$ cat config.mk
export PLATFORM = sky130hd
export DESIGN_NAME = dual_pfd_lock
export DESIGN_NICKNAME = d
export VERILOG_FILES = /design/src/rtl/pfd_pkg.sv /design/src/rtl/pfd_channel.sv /design/src/rtl/pfd_lock_qual.sv /design/src/rtl/pfd_pin_sel.sv /design/src/rtl/dual_pfd_lock.sv
export SDC_FILE = /design/constraint.sdc
export NUM_CORES = 1
export LEC_CHECK = 0
export BUFFER_PORTS_ARGS = -buffer_cell sky130_fd_sc_hd__buf_4
export CAP_MARGIN = 10
export CORE_ASPECT_RATIO = 0.6
export CORE_MARGIN = 2
export CORE_UTILIZATION = 52
export CTS_BUF_LIST = sky130_fd_sc_hd__clkbuf_8
export CTS_CLUSTER_DIAMETER = 40
export DETAILED_ROUTE_END_ITERATION = 6
export GPL_ROUTABILITY_DRIVEN = 0
export PLACE_DENSITY_LB_ADDON = 0.05
export SYNTH_ARGS = -nofsm -noshare
export SYNTH_HDL_FRONTEND = slang
export SYNTH_SLANG_ARGS = --single-unit
$ cat constraint.sdc
create_clock -name clk -period 1.3 [get_ports clk]
set_clock_uncertainty 0.1 [all_clocks]
set_input_delay 0.26 -clock clk [delete_from_list [all_inputs] [get_ports clk]]
set_output_delay 0.26 -clock clk [all_outputs]
set_load 0.05 [all_outputs]
$ cat src/rtl/pfd_pkg.sv
package pfd_pkg;
  typedef enum logic [1:0] {
    MODE_SLEEP = 2'd0,
    MODE_WAIT  = 2'd1,
    MODE_RUN   = 2'd2
  } pfd_mode_e;
endpackage

$ cat src/rtl/pfd_channel.sv
// One comparator channel: arming after reset/sleep, phase-frequency
// state and polarity-mapped registered pump commands.
module pfd_channel
  import pfd_pkg::*;
(
  input  logic clk,
  input  logic rst,
  input  logic ref_stb,
  input  logic fb_stb,
  input  logic sleep,
  input  logic pol,
  output logic up_st,
  output logic dn_st,
  output logic asleep,
  output logic pump_up,
  output logic pump_dn
);
  pfd_mode_e mode_q, mode_n;
  logic up_q, dn_q, up_n, dn_n;
  logic sr_q, sf_q, sr_n, sf_n;
  logic seen_r, seen_f, clr;

  always_comb begin
    seen_r = sr_q | ref_stb;
    seen_f = sf_q | fb_stb;
    clr    = up_q & dn_q;
    mode_n = mode_q;
    up_n   = 1'b0;
    dn_n   = 1'b0;
    sr_n   = 1'b0;
    sf_n   = 1'b0;
    if (sleep) begin
      mode_n = MODE_SLEEP;
    end else if (mode_q == MODE_RUN) begin
      // completion clears; leading input saturates while waiting
      up_n = ref_stb | (up_q & ~clr);
      dn_n = fb_stb  | (dn_q & ~clr);
    end else if (seen_r & seen_f) begin
      // arming pair consumed, comparison starts afterwards
      mode_n = MODE_RUN;
    end else begin
      mode_n = MODE_WAIT;
      sr_n   = seen_r;
      sf_n   = seen_f;
    end
  end

  always_ff @(posedge clk) begin
    if (rst) begin
      mode_q  <= MODE_WAIT;
      up_q    <= 1'b0;
      dn_q    <= 1'b0;
      sr_q    <= 1'b0;
      sf_q    <= 1'b0;
      pump_up <= 1'b0;
      pump_dn <= 1'b0;
    end else begin
      mode_q  <= mode_n;
      up_q    <= up_n;
      dn_q    <= dn_n;
      sr_q    <= sr_n;
      sf_q    <= sf_n;
      pump_up <= pol ? up_n : dn_n;
      pump_dn <= pol ? dn_n : up_n;
    end
  end

  assign up_st  = up_q;
  assign dn_st  = dn_q;
  assign asleep = (mode_q == MODE_SLEEP);
endmodule

$ cat src/rtl/pfd_lock_qual.sv
// Lock qualification from the width of the phase-error pulse.
module pfd_lock_qual #(
  parameter int UNLOCK_CYC = 2,
  parameter int LOCK_CYC   = 1,
  parameter int GOOD_RUNS  = 3
) (
  input  logic clk,
  input  logic rst,
  input  logic clear,
  input  logic up_st,
  input  logic dn_st,
  output logic locked
);
  localparam int ERRW = $clog2(UNLOCK_CYC + 1);
  localparam int GW   = $clog2(GOOD_RUNS + 1);
  localparam logic [ERRW-1:0] ERR_MAX = ERRW'(UNLOCK_CYC);
  localparam logic [ERRW-1:0] ERR_OK  = ERRW'(LOCK_CYC);
  localparam logic [GW-1:0]   RUN_MAX = GW'(GOOD_RUNS);

  logic [ERRW-1:0] err_q, err_n;
  logic [GW-1:0]   good_q, good_n;
  logic            lock_n, err_act, done;

  always_comb begin
    err_act = up_st ^ dn_st;
    done    = up_st & dn_st;
    err_n   = '0;
    good_n  = good_q;
    lock_n  = locked;
    if (clear) begin
      good_n = '0;
      lock_n = 1'b0;
    end else if (err_act) begin
      err_n = (err_q == ERR_MAX) ? err_q : err_q + ERRW'(1);
      if (err_n >= ERR_MAX) begin
        lock_n = 1'b0;
        good_n = '0;
      end
    end else if (done) begin
      if (err_q <= ERR_OK) begin
        good_n = (good_q == RUN_MAX) ? good_q : good_q + GW'(1);
        if (good_n == RUN_MAX) lock_n = 1'b1;
      end else begin
        good_n = '0;
      end
    end
  end

  always_ff @(posedge clk) begin
    if (rst) begin
      err_q  <= '0;
      good_q <= '0;
      locked <= 1'b0;
    end else begin
      err_q  <= err_n;
      good_q <= good_n;
      locked <= lock_n;
    end
  end
endmodule

$ cat src/rtl/pfd_pin_sel.sv
// Shared output pin: combined lock status or one monitored strobe.
module pfd_pin_sel #(
  parameter int NCH = 2
) (
  input  logic                      clk,
  input  logic                      rst,
  input  logic                      mon_en,
  input  logic [$clog2(NCH):0]      mon_sel,
  input  logic [NCH-1:0]            ref_stb,
  input  logic [NCH-1:0]            fb_stb,
  input  logic [NCH-1:0]            asleep,
  input  logic [NCH-1:0]            locked,
  output logic                      lock_pin
);
  localparam int CHW  = $clog2(NCH);
  localparam int SELW = CHW + 1;

  logic pick, all_ok;

  always_comb begin
    pick   = mon_sel[SELW-1] ? fb_stb[mon_sel[CHW-1:0]] : ref_stb[mon_sel[CHW-1:0]];
    all_ok = &(asleep | locked);
  end

  always_ff @(posedge clk) begin
    if (rst) lock_pin <= 1'b0;
    else     lock_pin <= mon_en ? pick : all_ok;
  end
endmodule

$ cat src/rtl/dual_pfd_lock.sv
module dual_pfd_lock #(
  parameter int NCH        = 2,
  parameter int UNLOCK_CYC = 2,
  parameter int LOCK_CYC   = 1,
  parameter int GOOD_RUNS  = 3
) (
  input  logic                  clk,
  input  logic                  rst,
  input  logic [NCH-1:0]        ref_stb,
  input  logic [NCH-1:0]        fb_stb,
  input  logic [NCH-1:0]        pol,
  input  logic [NCH-1:0]        sleep,
  input  logic                  mon_en,
  input  logic [$clog2(NCH):0]  mon_sel,
  output logic [NCH-1:0]        pump_up,
  output logic [NCH-1:0]        pump_dn,
  output logic                  lock_pin
);
  logic [NCH-1:0] up_st, dn_st, asleep, locked;

  for (genvar i = 0; i < NCH; i++) begin : g_ch
    pfd_channel u_cmp (
      .clk     (clk),
      .rst     (rst),
      .ref_stb (ref_stb[i]),
      .fb_stb  (fb_stb[i]),
      .sleep   (sleep[i]),
      .pol     (pol[i]),
      .up_st   (up_st[i]),
      .dn_st   (dn_st[i]),
      .asleep  (asleep[i]),
      .pump_up (pump_up[i]),
      .pump_dn (pump_dn[i])
    );

    pfd_lock_qual #(
      .UNLOCK_CYC (UNLOCK_CYC),
      .LOCK_CYC   (LOCK_CYC),
      .GOOD_RUNS  (GOOD_RUNS)
    ) u_lq (
      .clk    (clk),
      .rst    (rst),
      .clear  (sleep[i]),
      .up_st  (up_st[i]),
      .dn_st  (dn_st[i]),
      .locked (locked[i])
    );
  end

  pfd_pin_sel #(.NCH(NCH)) u_pin (
    .clk      (clk),
    .rst      (rst),
    .mon_en   (mon_en),
    .mon_sel  (mon_sel),
    .ref_stb  (ref_stb),
    .fb_stb   (fb_stb),
    .asleep   (asleep),
    .locked   (locked),
    .lock_pin (lock_pin)
  );
endmodule

==> run metrics <==
Root Driver=clkbuf_8; static leakage=0.5848 nW; die width=66.85 um; DRC errors left=0; CP max-delay cell=dfxtp_2; Cells after DPL=174; worst slew pin tran=0.4729 ns; Post-Synthesis Cells=132; vias per inst=5.258; number of max-cap violations=0; Pre-antenna DRT Iters=5; area leader, netlist=dfxtp_1; Final Max Tran Viols=0; GRT busiest layer=met2; f_max=0.7790 GHz; worst hold path type=in -> reg; Setup TNS=0 ns; via count of the first global-routing pass=894; antenna violations before repair=0; Worst VDD drop=0.5928 mV; final wirelength=2482 um; htree depth=1; Final Util=69.97%; post-synthesis sequential area ratio=43.86%; I/O pin count=18; Synth cell types=30; number of flops mapped to enable cells by yosys=0; Global Route Usage Sum=19.77%; antenna-violating nets left=0; relative slew slack=68.47%; area delta synth->final=24.67%; met2 Usage GRT=28.60%; Critical Path RT=1.35 ns; adder-cell share of the synthesized area=10.15%; Crit path arrival time=1.34 ns; total power=1.455 mW; synthesized cell area=0.001232 mm^2; sequential cell area=555.5 um^2; fillcell total=176; largest family of logic cells by synthesized area=simple AND/OR/NAND/NOR gates; CTS sink cnt=27; Final Setup Violations=0; global route total overflow=0; Synth area leaders=dfxtp_1 44%, ha_1 10%, nor2_1 4.3%, inv_1 3.7%, nor3_1 3.2%; most instantiated cells after synthesis=27 x dfxtp_1, 14 x nor2_1, 12 x inv_1; fin nets=176; Clock Tree Buf Depth=2; Clk pin slew, worst setup/hold paths=0.09 ns; CP Capture Type=flip-flop; Post-Synth Simple-Gate Area=21.73%; register bit total from synthesis=27; Routed wire per std cell=13.64 um; fin crit period=1.284 ns; Critical Path Max Stage Delay=0.36 ns; post-synthesis mux area share=3.452%; crit path kind=reg -> reg; Reg2Reg Setup Slack=0.02 ns; Buffers on Ports=17; Avg Cell Area, Syn=9.337 um^2; met1 usage=27.44%; Critical Path Source Type=flip-flop; Synth Area in Compound Gates=13.10%; global-route wire length before repair=4119 um; share of layout cells above drive strength 1=36.84%; Syn Nets=155; largest net degree at the start of global routing=16; Die Y=41.71 um; crit path max fanout=5; TritonCTS buffer count=3; Critical Path, Cell by Cell=inv_2 -> ha_4 -> nand2b_4 -> mux2i_1 -> o32ai_2; GR Util met3=7.317%; period utilization=98.74%; Core Box Area=0.002196 mm^2; non-filler cells in the finished layout=182; Synth Flop Type=dfxtp_1; Post-synth ARST share=0%; Initial Util=56.13%; DP Wirelength=1867 um; final hold violations=0; row cnt=13; DIE AREA=0.002788 mm^2; status=finished, final reports clean; top-count cell post-synth=dfxtp_1; ant diodes=0; Hold-fix buffers, CTS=0; path depth of the worst reg2reg path=5; Pwr Density=947.3 mW/mm^2; XOR/XNOR Fraction of Synth Area=0%; synth warn=0; DRT iter0 DRCs=65; TritonCTS clock tree=yes; RSZ-0062 raised after global routing=yes; clk_lat worst skew=0.28 ns; top cell type's share of synthesized area=43.86%; Via Count=957; hold depth=2; multi-input logic area=679.4 um^2
where the power goes:
| group | leakage, nW | internal (mW) | switching (mW) |
|---|---|---|---|
| Sequential | 0.223 | 0.836 | 0.00693 |
| Combinational | 0.336 | 0.0612 | 0.0697 |
| Clock | 0.0255 | 0.215 | 0.266 |
| Total | 0.585 | 1.11 | 0.343 |
cells in the final DEF (no fill, tap or decap), drive strengths merged:
master	instances
and2	2
clkbuf	3
nand2b	4
nor3b	2
nor2	14
mux4	1
buf	23
inv	12
a21oi	4
ha	10
or3	2
o21ai	4
a211oi	4
clkinv	1
o2111ai	2
dfxtp	27
mux2i	2
o31ai	1
or2	6
nand4	2
nand2	6
o21bai	2
o22ai	3
nand3	4
nand3b	1
nor3	8
o32ai	2
what timing repair did:
action | CTS | global route
setup buffers | 0 | 4
setup endpoints to repair | 4 | 7
gates resized for setup | 5 | 15
pin swaps | 2 | 5
kinds of logic (layout without fill, tap and decap cells):
logic type / count (synthesis) / in the layout
buffers and inverters: 19 / 39
flip-flops: 27 / 27
AO/OA/AOI/OAI: 22 / 22
adder cells (fa/ha/maj): 10 / 10
AND/OR/NAND/NOR: 51 / 51
multiplexers: 3 / 3
final cells by class:
class	instances	share of cell area, %
Multi-Input combinational cell	86	44.22
Sequential cell	27	36.16
Timing Repair Buffer	23	11.24
Inverter	12	2.932
Clock buffer	3	2.687
Tap cell	30	2.443
Clock inverter	1	0.3257
final timing paths:
kind | start | end
hold reg to reg | g_ch[1].u_lq.good_q[0] | g_ch[1].u_lq.good_q[0]
hold / removal | mon_en | u_pin.lock_pin
setup reg to reg | g_ch[0].u_cmp.dn_st | g_ch[0].u_lq.good_q[1]
setup / recovery | g_ch[0].u_cmp.dn_st | g_ch[0].u_lq.good_q[1]
per-layer routing:
metal  up-vias  part of all wire (%)
met5         -                     0
met4         0                   1.1
met3         4                   7.2
met2        24                    43
met1       440                    48
li1        489                     -
registers in the layout, indices dropped and copies added, names as in the netlist:
register and count:
u_pin.lock_pin 1, g_ch.u_cmp.sf_q 2, g_ch.u_lq.err_q 4, g_ch.u_cmp.up_st 2
g_ch.u_cmp.dn_st 2, g_ch.u_cmp.mode_q 4, g_ch.u_cmp.sr_q 2, g_ch.u_lq.good_q 4
g_ch.u_cmp.pump_dn 2, g_ch.u_cmp.pump_up 2, g_ch.u_lq.locked 2
per-stage QoR:
| step | worst slack [ns] | area [um^2] | hold slack (ns) |
|---|---|---|---|
| global placement | 0.002953 | 1403 | 0.3599 |
| detailed placement | -0.06587 | 1403 | 0.3639 |
| floorplan | 0.03576 | 1272 | 0.2634 |
| finish | 0.01634 | 1536 | 0.06301 |
| global route | -0.04548 | 1536 | 0.06986 |
| CTS | 0.00008760 | 1455 | 0.06263 |
critical path: cells and delay by family (launching register included):
kind	cells	cell delay, ns
DFF	1	0.36
adders and majority gates	1	0.25
and+or+nand+nor	1	0.16
muxes	1	0.16
AOI/OAI and AO/OA	1	0.09
buffers and inverters	1	0.05
Note: power is estimated with default switching activity, not from simulation.
